[src/rtl/ptp_tmr_pkg.sv]
package ptp_tmr_pkg;
  localparam int WORD_W   = 32;
  localparam int ADDR_W   = 4;
  localparam int PER_W    = 8;
  localparam int INC_W    = 24;
  localparam int RES_W    = 24;
  localparam int NUM_CAP  = 2;
  localparam int CAP_RX   = 0;
  localparam int CAP_TX   = 1;
  localparam int HALT_BIT = 31;

  typedef enum logic [ADDR_W-1:0] {
    REG_CTRL = 4'd0,
    REG_INCR = 4'd1,
    REG_TRES = 4'd2,
    REG_TLO  = 4'd3,
    REG_THI  = 4'd4,
    REG_RXLO = 4'd5,
    REG_RXHI = 4'd6,
    REG_TXLO = 4'd7,
    REG_TXHI = 4'd8
  } reg_addr_e;
endpackage

[src/rtl/ptp_tmr_rate.sv]
module ptp_tmr_rate #(
  parameter int PER_W = 8
) (
  input  logic             clk_i,
  input  logic             rst_ni,
  input  logic             run_i,
  input  logic             restart_i,
  input  logic [PER_W-1:0] period_i,
  output logic             step_o
);
  logic [PER_W-1:0] tick_q;
  logic [PER_W-1:0] period_m1;
  logic             per_ok;

  assign per_ok    = (period_i != '0);
  assign period_m1 = period_i - PER_W'(1);
  assign step_o    = run_i && per_ok && (tick_q >= period_m1);

  always_ff @(posedge clk_i or negedge rst_ni) begin
    if (!rst_ni)             tick_q <= '0;
    else if (restart_i)      tick_q <= '0;
    else if (run_i && per_ok) tick_q <= step_o ? '0 : tick_q + PER_W'(1);
  end


  period_gap_chk: assert property (@(posedge clk_i) disable iff (!rst_ni)
    step_o && (period_i > PER_W'(1)) && !restart_i |=> !step_o);
endmodule

[src/rtl/ptp_tmr_count.sv]
module ptp_tmr_count #(
  parameter int CNT_W = 64
) (
  input  logic             clk_i,
  input  logic             rst_ni,
  input  logic             step_i,
  input  logic [CNT_W-1:0] step_val_i,
  input  logic             load_i,
  input  logic [CNT_W-1:0] load_val_i,
  output logic [CNT_W-1:0] cnt_o
);
  always_ff @(posedge clk_i or negedge rst_ni) begin
    if (!rst_ni)     cnt_o <= '0;
    else if (load_i) cnt_o <= load_val_i;
    else if (step_i) cnt_o <= cnt_o + step_val_i;
  end


  load_chk: assert property (@(posedge clk_i) disable iff (!rst_ni)
    load_i |=> cnt_o == $past(load_val_i));

  idle_hold_chk: assert property (@(posedge clk_i) disable iff (!rst_ni)
    !step_i && !load_i |=> $stable(cnt_o));

  wrap_add_chk: assert property (@(posedge clk_i) disable iff (!rst_ni)
    step_i && !load_i |=> cnt_o == $past(cnt_o) + $past(step_val_i));
endmodule

[src/rtl/ptp_tmr_cap.sv]
module ptp_tmr_cap #(
  parameter int TIME_W = 64
) (
  input  logic              clk_i,
  input  logic              rst_ni,
  input  logic              strobe_i,
  input  logic              release_i,
  input  logic [TIME_W-1:0] time_i,
  output logic [TIME_W-1:0] cap_o,
  output logic              valid_o
);
  always_ff @(posedge clk_i or negedge rst_ni) begin
    if (!rst_ni) begin
      cap_o   <= '0;
      valid_o <= 1'b0;
    end else if (valid_o) begin
      if (release_i) valid_o <= 1'b0;
    end else if (strobe_i) begin
      cap_o   <= time_i;
      valid_o <= 1'b1;
    end
  end


  cap_take_chk: assert property (@(posedge clk_i) disable iff (!rst_ni)
    !valid_o && strobe_i |=> valid_o && cap_o == $past(time_i));

  cap_hold_chk: assert property (@(posedge clk_i) disable iff (!rst_ni)
    valid_o && !release_i |=> valid_o && $stable(cap_o));

  cap_clear_chk: assert property (@(posedge clk_i) disable iff (!rst_ni)
    valid_o && release_i |=> !valid_o);
endmodule

[src/rtl/ptp_frac_timer.sv]
module ptp_frac_timer
  import ptp_tmr_pkg::*;
#(
  parameter bit          FIXED_RATE    = 1'b0,
  parameter int          FIXED_STEP_NS = 8,
  parameter logic [31:0] INCR_RST      = 32'h0180_0000
) (
  input  logic              clk_i,
  input  logic              rst_ni,
  input  logic [ADDR_W-1:0] reg_addr_i,
  input  logic              reg_wr_i,
  input  logic [WORD_W-1:0] reg_wdata_i,
  input  logic              reg_rd_i,
  output logic [WORD_W-1:0] reg_rdata_o,
  input  logic              rx_stamp_i,
  input  logic              tx_stamp_i
);
  localparam int RES_OFS = FIXED_RATE ? RES_W : 0;
  localparam int CNT_W   = 2*WORD_W + RES_OFS;
  localparam int TIME_W  = 2*WORD_W;
  localparam logic [CNT_W-1:0]  FIX_STEP = CNT_W'(FIXED_STEP_NS) << RES_OFS;
  localparam logic [ADDR_W-1:0] LOW_ADDR = FIXED_RATE ? ADDR_W'(REG_TRES) : ADDR_W'(REG_TLO);

  reg_addr_e addr;
  assign addr = reg_addr_e'(reg_addr_i);

  logic wr_ctrl, wr_incr, wr_tlo, wr_thi, rd_low;
  assign wr_ctrl = reg_wr_i && (addr == REG_CTRL);
  assign wr_incr = reg_wr_i && (addr == REG_INCR);
  assign wr_tlo  = reg_wr_i && (addr == REG_TLO);
  assign wr_thi  = reg_wr_i && (addr == REG_THI);
  assign rd_low  = reg_rd_i && (reg_addr_i == LOW_ADDR);

  logic              halt_q;
  logic [WORD_W-1:0] incr_q;
  logic [WORD_W-1:0] stage_lo_q;
  logic [TIME_W-1:0] shadow_q;

  always_ff @(posedge clk_i or negedge rst_ni) begin
    if (!rst_ni) begin
      halt_q     <= 1'b0;
      incr_q     <= INCR_RST;
      stage_lo_q <= '0;
      shadow_q   <= '0;
    end else begin
      if (wr_ctrl) halt_q     <= reg_wdata_i[HALT_BIT];
      if (wr_incr) incr_q     <= reg_wdata_i;
      if (wr_tlo)  stage_lo_q <= reg_wdata_i;
      if (rd_low)  shadow_q   <= {live_hi, live_lo};
    end
  end

  // Counter and its step source
  logic [CNT_W-1:0]  cnt;
  logic [CNT_W-1:0]  step_val;
  logic [CNT_W-1:0]  load_val;
  logic              step;
  logic [WORD_W-1:0] live_lo, live_hi, res_word;

  assign live_lo = cnt[RES_OFS +: WORD_W];
  assign live_hi = cnt[RES_OFS+WORD_W +: WORD_W];

  generate
    if (FIXED_RATE) begin : g_fixed
      logic [RES_W-1:0] stage_res_q;
      always_ff @(posedge clk_i or negedge rst_ni) begin
        if (!rst_ni) stage_res_q <= '0;
        else if (reg_wr_i && (addr == REG_TRES))
          stage_res_q <= reg_wdata_i[WORD_W-1 -: RES_W];
      end
      assign step     = !halt_q;
      assign step_val = FIX_STEP;
      assign load_val = {reg_wdata_i, stage_lo_q, stage_res_q};
      assign res_word = {cnt[RES_W-1:0], {(WORD_W-RES_W){1'b0}}};
    end else begin : g_tune
      ptp_tmr_rate #(.PER_W(PER_W)) u_rate (
        .clk_i     (clk_i),
        .rst_ni    (rst_ni),
        .run_i     (!halt_q),
        .restart_i (wr_incr),
        .period_i  (incr_q[WORD_W-1 -: PER_W]),
        .step_o    (step)
      );
      assign step_val = CNT_W'(incr_q[INC_W-1:0]);
      assign load_val = {reg_wdata_i, stage_lo_q};
      assign res_word = '0;
    end
  endgenerate

  ptp_tmr_count #(.CNT_W(CNT_W)) u_cnt (
    .clk_i      (clk_i),
    .rst_ni     (rst_ni),
    .step_i     (step),
    .step_val_i (step_val),
    .load_i     (wr_thi),
    .load_val_i (load_val),
    .cnt_o      (cnt)
  );

  // Capture pairs
  logic [NUM_CAP-1:0] cap_strobe, cap_rel, cap_valid;
  logic [TIME_W-1:0]  cap_q [NUM_CAP];

  assign cap_strobe[CAP_RX] = rx_stamp_i;
  assign cap_strobe[CAP_TX] = tx_stamp_i;

  generate
    for (genvar g = 0; g < NUM_CAP; g++) begin : g_cap
      localparam reg_addr_e HI_SEL = (g == CAP_RX) ? REG_RXHI : REG_TXHI;
      assign cap_rel[g] = reg_rd_i && (addr == HI_SEL);
      ptp_tmr_cap #(.TIME_W(TIME_W)) u_cap (
        .clk_i     (clk_i),
        .rst_ni    (rst_ni),
        .strobe_i  (cap_strobe[g]),
        .release_i (cap_rel[g]),
        .time_i    ({live_hi, live_lo}),
        .cap_o     (cap_q[g]),
        .valid_o   (cap_valid[g])
      );
    end
  endgenerate

  // Read path
  logic [WORD_W-1:0] rd_val;
  always_comb begin
    case (addr)
      REG_CTRL: rd_val = {halt_q, {(WORD_W-1-NUM_CAP){1'b0}}, cap_valid};
      REG_INCR: rd_val = incr_q;
      REG_TRES: rd_val = res_word;
      REG_TLO:  rd_val = (reg_addr_i == LOW_ADDR) ? live_lo : shadow_q[WORD_W-1:0];
      REG_THI:  rd_val = shadow_q[TIME_W-1 -: WORD_W];
      REG_RXLO: rd_val = cap_q[CAP_RX][WORD_W-1:0];
      REG_RXHI: rd_val = cap_q[CAP_RX][TIME_W-1 -: WORD_W];
      REG_TXLO: rd_val = cap_q[CAP_TX][WORD_W-1:0];
      REG_TXHI: rd_val = cap_q[CAP_TX][TIME_W-1 -: WORD_W];
      default:  rd_val = '0;
    endcase
  end

  always_ff @(posedge clk_i or negedge rst_ni) begin
    if (!rst_ni)       reg_rdata_o <= '0;
    else if (reg_rd_i) reg_rdata_o <= rd_val;
  end


  res_low_zero_chk: assert property (@(posedge clk_i) disable iff (!rst_ni)
    reg_rd_i && (addr == REG_TRES) |=> reg_rdata_o[WORD_W-RES_W-1:0] == '0);

  snap_hi_chk: assert property (@(posedge clk_i) disable iff (!rst_ni)
    rd_low |=> shadow_q[TIME_W-1 -: WORD_W] == $past(live_hi));
endmodule

[config.mk]
export PLATFORM = sky130hd
export DESIGN_NAME = ptp_frac_timer
export DESIGN_NICKNAME = d
export VERILOG_FILES = /design/src/rtl/ptp_tmr_pkg.sv /design/src/rtl/ptp_tmr_rate.sv /design/src/rtl/ptp_tmr_count.sv /design/src/rtl/ptp_tmr_cap.sv /design/src/rtl/ptp_frac_timer.sv
export SDC_FILE = /design/constraint.sdc
export NUM_CORES = 1
export LEC_CHECK = 0
export ABC_CLOCK_PERIOD_IN_PS = 2900
export BUFFER_PORTS_ARGS = -buffer_cell sky130_fd_sc_hd__buf_2
export CORE_UTILIZATION = 25
export DETAILED_ROUTE_END_ITERATION = 10
export PLACE_DENSITY_LB_ADDON = 0.1
export SLEW_MARGIN = 20
export SYNTH_ARGS = -nofsm -noshare
export SYNTH_HDL_FRONTEND = slang
export SYNTH_SLANG_ARGS = --single-unit
[constraint.sdc]
create_clock -name clk_i -period 2.9 [get_ports clk_i]
set_input_delay 0.145 -clock clk_i [delete_from_list [all_inputs] [get_ports clk_i]]
set_output_delay 0.145 -clock clk_i [all_outputs]
set_load 0.005 [all_outputs]
[Word-level counts from Yosys, hierarchy flattened]
Index checks and enable logic that the tools add are counted.
Widths: inputs -> output; s select.
Storage, ports and cells
  register bits after elaboration: 363
  output and inout port bits: 32
  logic and storage cells: 52
Cells by class
  add/sub/neg operators: 3
  order comparisons: 1
  equal/unequal tests: 7
  mux-type cells: 12
  bitwise logic cells: 2
  reduce and logical (&&, ||, !) cells: 16
Operators by type and width (count)
  $pmux 32 s8: 1
  $mux 64: 2
  $add 64x24->64: 1
  $mux 8: 3
  $eq 4x3->1 const B: 4
  $logic_and 1x1->1: 9
  $add 8x1->8 const B: 1
  $ge 8x8->1: 1
  $reduce_bool 8->1: 1
  $sub 8x1->8 const B: 1
  $mux 1: 6
  $eq 4x1->1 const B: 1
  $eq 4x2->1 const B: 1
  $eq 4x4->1 const B: 1
  $logic_not 4->1: 1
  $reduce_and 2->1: 2
  $reduce_bool 2->1: 2
  $not 1->1: 2
  $logic_not 1->1: 1

[Depth between registers and ports, before layout]
  depth in word-level cells: 6
  gate-level depth with buffers: 15

[By module]
From an unflattened synthesis, not the netlist that was laid out.
Unflattened totals
  cell total of the unflattened synthesis: 1685
  area, all modules: 19570.0 um^2
Modules (own cells, without submodules)
  ptp_tmr_count: times used 1, cells each 801, area an instance 6675.2 um^2, seq. area each 1601.5 um^2
  ptp_frac_timer: times used 1, cells each 509, area an instance 6606.3 um^2, seq. area each 3230.6 um^2
  ptp_tmr_cap: times used 2, cells each 139, area an instance 2730.1 um^2, seq. area each 1626.6 um^2
  ptp_tmr_rate: times used 1, cells each 97, area an instance 828.3 um^2, seq. area each 200.2 um^2

[Least setup slack after synthesis]
Ideal clock, no wire load.
  path kind: reg2reg
  start point: register incr_q[24]
  end point: register u_cnt.cnt_o[48]
  library setup time: 0.082 ns
  arrival: 3.098 ns
  required time: 2.818 ns
  path slack: -0.280 ns
  cell stages (with the launch flop): 14
  cell sequence: dfstp_2 -> inv_1 -> ha_1 -> xnor2_1 -> ha_1 -> nand2_1 -> o21ai_0 -> a41oi_1 -> a21oi_2 -> and3_1 -> clkbuf_1 -> nand3_1 -> or4_1 -> a31oi_1
On the way
  cells in the longest elaborated chain, start to end: 4
  elaborated cells between the ends (all ways): 6
  those cells by class: 1 x add/sub; 1 x order compare; 4 x reduce/logical
RTL lines
  start, declared: line ptp_frac_timer.sv:35  | logic [WORD_W-1:0] incr_q;
  start signal, assigned: line ptp_frac_timer.sv:47  | if (wr_incr) incr_q <= reg_wdata_i;
  $sub 8x1->8 or $reduce_bool 8->1 (tied branches): line ptp_tmr_rate.sv:16, ptp_tmr_rate.sv:15
  $ge 8x8->1 or $logic_and 1x1->1 (tied branches): line ptp_tmr_rate.sv:17  | assign step_o = run_i && per_ok && (tick_q >= period_m1);
  $logic_and 1x1->1 *: line ptp_tmr_rate.sv:17
  $reduce_bool 2->1 (no source line) *
  end signal, assigned: line ptp_tmr_count.sv:14  | else if (load_i) cnt_o <= load_val_i;
  end signal, assigned: line ptp_tmr_count.sv:15  | else if (step_i) cnt_o <= cnt_o + step_val_i;
  end, declared: line ptp_tmr_count.sv:10  | output logic [CNT_W-1:0] cnt_o
Mark *: on every way between the ends. The rest lies on a longest branch, timed or not.
A chain may end at the register's enable or synchronous reset.

[Worst setup path after layout]
  start point: register incr_q[24]
  end point: register u_cnt.cnt_o[54]
Same word-level chain as after synthesis.

==> flow_summary.yaml <==
logic_synthesis:
  yosysTopAreaCellShare_pct: 51.18
  syn_avg_cell_area_sq_um: 11.18
  synth_cell_types: 56
  synthArstFlopShare_pct: 100.0
  synth_cells: 1439
  synth_seq_cells: 331
  yosys.area.top_type: "dfrtp_1"
  seq_area_frac_synth_pct: 51.51
  synth_flop_cell: "dfrtp_1"
  yosys_warnings: 0
  synth_edf_count: 0
  syn_nets: 1517
  ys_top_cells_by_area: "dfrtp_1, mux2_2, a22oi_1"
  synth_area_sq_um: 16090
final_layout:
  finalNetCount: 1742
  final_cell_mix: "dfrtp_1, mux2_2, buf_4, nand2_1, buf_2"
  stdcell_count: 2541
  mostFrequentLayoutCell: "dfrtp_1"
  postLayoutCoreUtil_pct: 33.29
  n_antenna_cell: 0
  final_layout_size_suffix_gt1_share_pct: 36.40
  final_cell_area_sq_um: 21080
  area_growth_pct: 31.03
global_routing:
  grt_pass1_vias: 12991
  grt_max_degree: 81
  gr-total-overflow: 0
  antenna_found_initial: 0
  grt_pass1_wl_microns: 83430
  grt_usage_pct: 16.72
place:
  gp_congestion: 0.8319
  placed_cells: 2403
  dp_hpwl_microns: 36690
  dpl_cell_area_sq_um: 18450
  portBuffers: 73
power:
  p_int_mw: 13.07
  cellPowerDensity_nw_per_um2: 919.3
  cellLeakagePower_nw: 8.733
  finalPower_mw: 19.38
  peakVddDrop_mv: 0.4174
  sw_frac_of_total_pct: 32.52
  p_clk_share_pct: 29.7
  p_sw_mw: 6.301
  power_frac_seq_pct: 38.0
  comb_power_share_pct: 32.3
floorplan:
  ioPinCount: 74
  die_w_microns: 255.7
  die-height_microns: 255.7
  die-area_sq_um: 65360
  initial_core_util_pct: 25.41
  core_sq_um: 63310
  num_rows: 92
setup_path:
  crit_family: "compound AO/OA/AOI/OAI gates"
  r2r_start: "incr_q[24]$_DFFE_PN1P_"
  crit_fanout: 4
  reg2reg_to: "u_cnt.cnt_o[54]$_DFFE_PN0P_"
  max_stage_delay_ns: 0.57
  critPathKind: "reg2reg"
  path_buf_inv: 4
  crit_start: "incr_q[24]$_DFFE_PN1P_"
  crit_required_ns: 3.35
  cp_cell_sequence: "inv_2, ha_4, buf_6, nand2_2, xor2_1, ha_1, nand3_1, nand2_1, a41oi_2, buf_4, a21oi_4, o21ai_4, buf_12, nor3_4, nand2_2, o211a_1, a211o_1"
  cp-start-kind: "flop"
  reg2reg_slack_ns: -0.13
  cpMostUsedCell: "nand2_2"
  r2r_cells: 17
  worst_path_max_delay_cell: "dfstp_2"
  arrival_ns: 3.48
  critPathCaptureType: "flop"
detailed_routing:
  met2_length_microns: 25880
  ant_nets: 0
  dr_total_vias: 12455
  wl_per_cell_microns: 21.57
  wirelength_met1_microns: 26380
  drt-initial-drc-count: 824
  drc: 0
  firstDrtPassIters: 5
  top_layer_used: "met4"
  wirelength_microns: 54820
  vias_per_cell: 4.902
  wl_met3_microns: 1522
worst_hold_path:
  hold_start: "reg_rd_i"
  hold_class: "in2reg"
  worstHoldEndpoint: "reg_rdata_o[0]$_DFFE_PN0P_"
  holdPathStages: 2
sta:
  tightestPinTransition_ns: 0.9375
  slew_violations: 0
  finalSetupViolCount: 30
  fin_ws_ns: -0.1255
  rsz0062_at_grt: "true"
  finClkSkew_ns: 0.009677
  fin_crit_ns: 3.025
  relSlewSlack_pct: 36.92
  hold_viol_final: 0
  tns_ns: -1.569
  period_share_pct: 104.3
  fmax_mhz: 330.5
clock_tree:
  cts.clk_slew.worst_paths_ns: 0.06
  cts_tree: "built"
  clk-insertion-delay-late_ns: 0.56
  root_buffer: "clkbuf_16"
  cts_made_buffers: 42
  htreeDepth: 2
  cts_max_path_buffers: 3
  cts_sinks: 331
status:
  status: "finished with violations"
  failed_checks: "negative setup slack"
flow_run:
  maxCapViolations: 0
flip-flops by register name (all words and copies together), names as in the netlist:
signal	count
u_cnt.cnt_o	64
halt_q	1
reg_rdata_o	32
g_cap.u_cap.cap_o	128
shadow_q	32
incr_q	32
stage_lo_q	32
g_cap.u_cap.valid_o	2
g_tune.u_rate.tick_q	8
power by group through the flow:
stage	clock, mW	sequential (mW)	combinational, mW
floorplan	0	7.11	3.64
global placement	0	7.39	5.62
detailed placement	0	7.44	5.63
CTS	5.97	7.37	5.82
global route	6.14	7.60	6.91
finish	5.76	7.36	6.26
worst max-delay path by stage:
stage / endpoint / depth (start not counted)
CTS: u_cnt.cnt_o[55]$_DFFE_PN0P_ / 14
floorplan: u_cnt.cnt_o[54]$_DFFE_PN0P_ / 12
finish: u_cnt.cnt_o[54]$_DFFE_PN0P_ / 17
detailed placement: u_cnt.cnt_o[53]$_DFFE_PN0P_ / 15
global route: u_cnt.cnt_o[34]$_DFFE_PN0P_ / 16
global placement: u_cnt.cnt_o[55]$_DFFE_PN0P_ / 10
worst reg2reg max path: cells and delay by family (launching register included):
family	cells	cell delay, ns
AOI/OAI and AO/OA	5	0.77
xor gates and xnor gates	1	0.07
adders and majority gates	2	0.48
buffers and inverters	4	0.49
DFF	1	0.57
and+or+nand+nor	5	0.54
per-stage QoR:
stage	worst slack (ns)	hold slack, ns
4_1_cts	-0.1189	0.09498
3_5_place_dp	-0.2664	0.2259
3_3_place_gp	-0.2353	0.2191
2_1_floorplan	-0.03856	-0.1506
5_1_grt	-0.2746	0.1420
6_report	-0.1255	0.1373
layout make-up:
| type | instances | area [sq um] |
|---|---|---|
| multi-input cells | 977 | 7781 |
| clock inverters | 15 | 260.3 |
| inverters | 45 | 168.9 |
| flip-flops and latches | 331 | 8285 |
| clock buffers | 60 | 1272 |
| fillers | 6503 | 42230 |
| repair buffers | 267 | 2251 |
| well taps | 846 | 1059 |
cell families (layout without fill, tap and decap cells):
| kind of cell | count (synthesis) | in the layout | synth area share [%] |
|---|---|---|---|
| XOR/XNOR | 59 | 59 | 3.212 |
| buffers and inverters | 132 | 387 | 3.103 |
| multiplexers | 223 | 223 | 15.61 |
| adder cells (fa/ha/maj) | 36 | 36 | 2.847 |
| AND/OR/NAND/NOR | 344 | 344 | 10.51 |
| flip-flops | 331 | 331 | 51.51 |
| AO/OA/AOI/OAI | 314 | 315 | 13.21 |
what timing repair did:
item                                   4_1_cts  5_1_grt
setup buffers                                7       18
gates resized for setup                     25      118
pin swaps                                   21       59
hold buffers                                36        0
setup endpoints to repair                   58       66
gates cloned                                 1        3
endpoints found under the hold margin      172        0
per-layer routing:
layer	vias up	global-route usage, %
li1	5772	-
met5	-	0
met3	65	2.307
met4	0	3.909
met2	184	27.48
met1	6434	23.16
Yosys cell counts, drive strengths merged, types with 6 or more instances:
cell type	count
dfrtp	329
mux2	223
nand2	106
clkbuf	78
nor2	69
a22oi	66
o21ai	63
a21oi	59
and3	55
inv	45
ha	35
o22ai	31
xor2	31
nand3	30
a222oi	29
xnor2	28
nand4	25
a31oi	22
a21o	10
nor3	10
and2	9
buf	9
nor2b	9
nand2b	8
a211oi	6
nor4	6
Power figures use the tool's default switching activity.
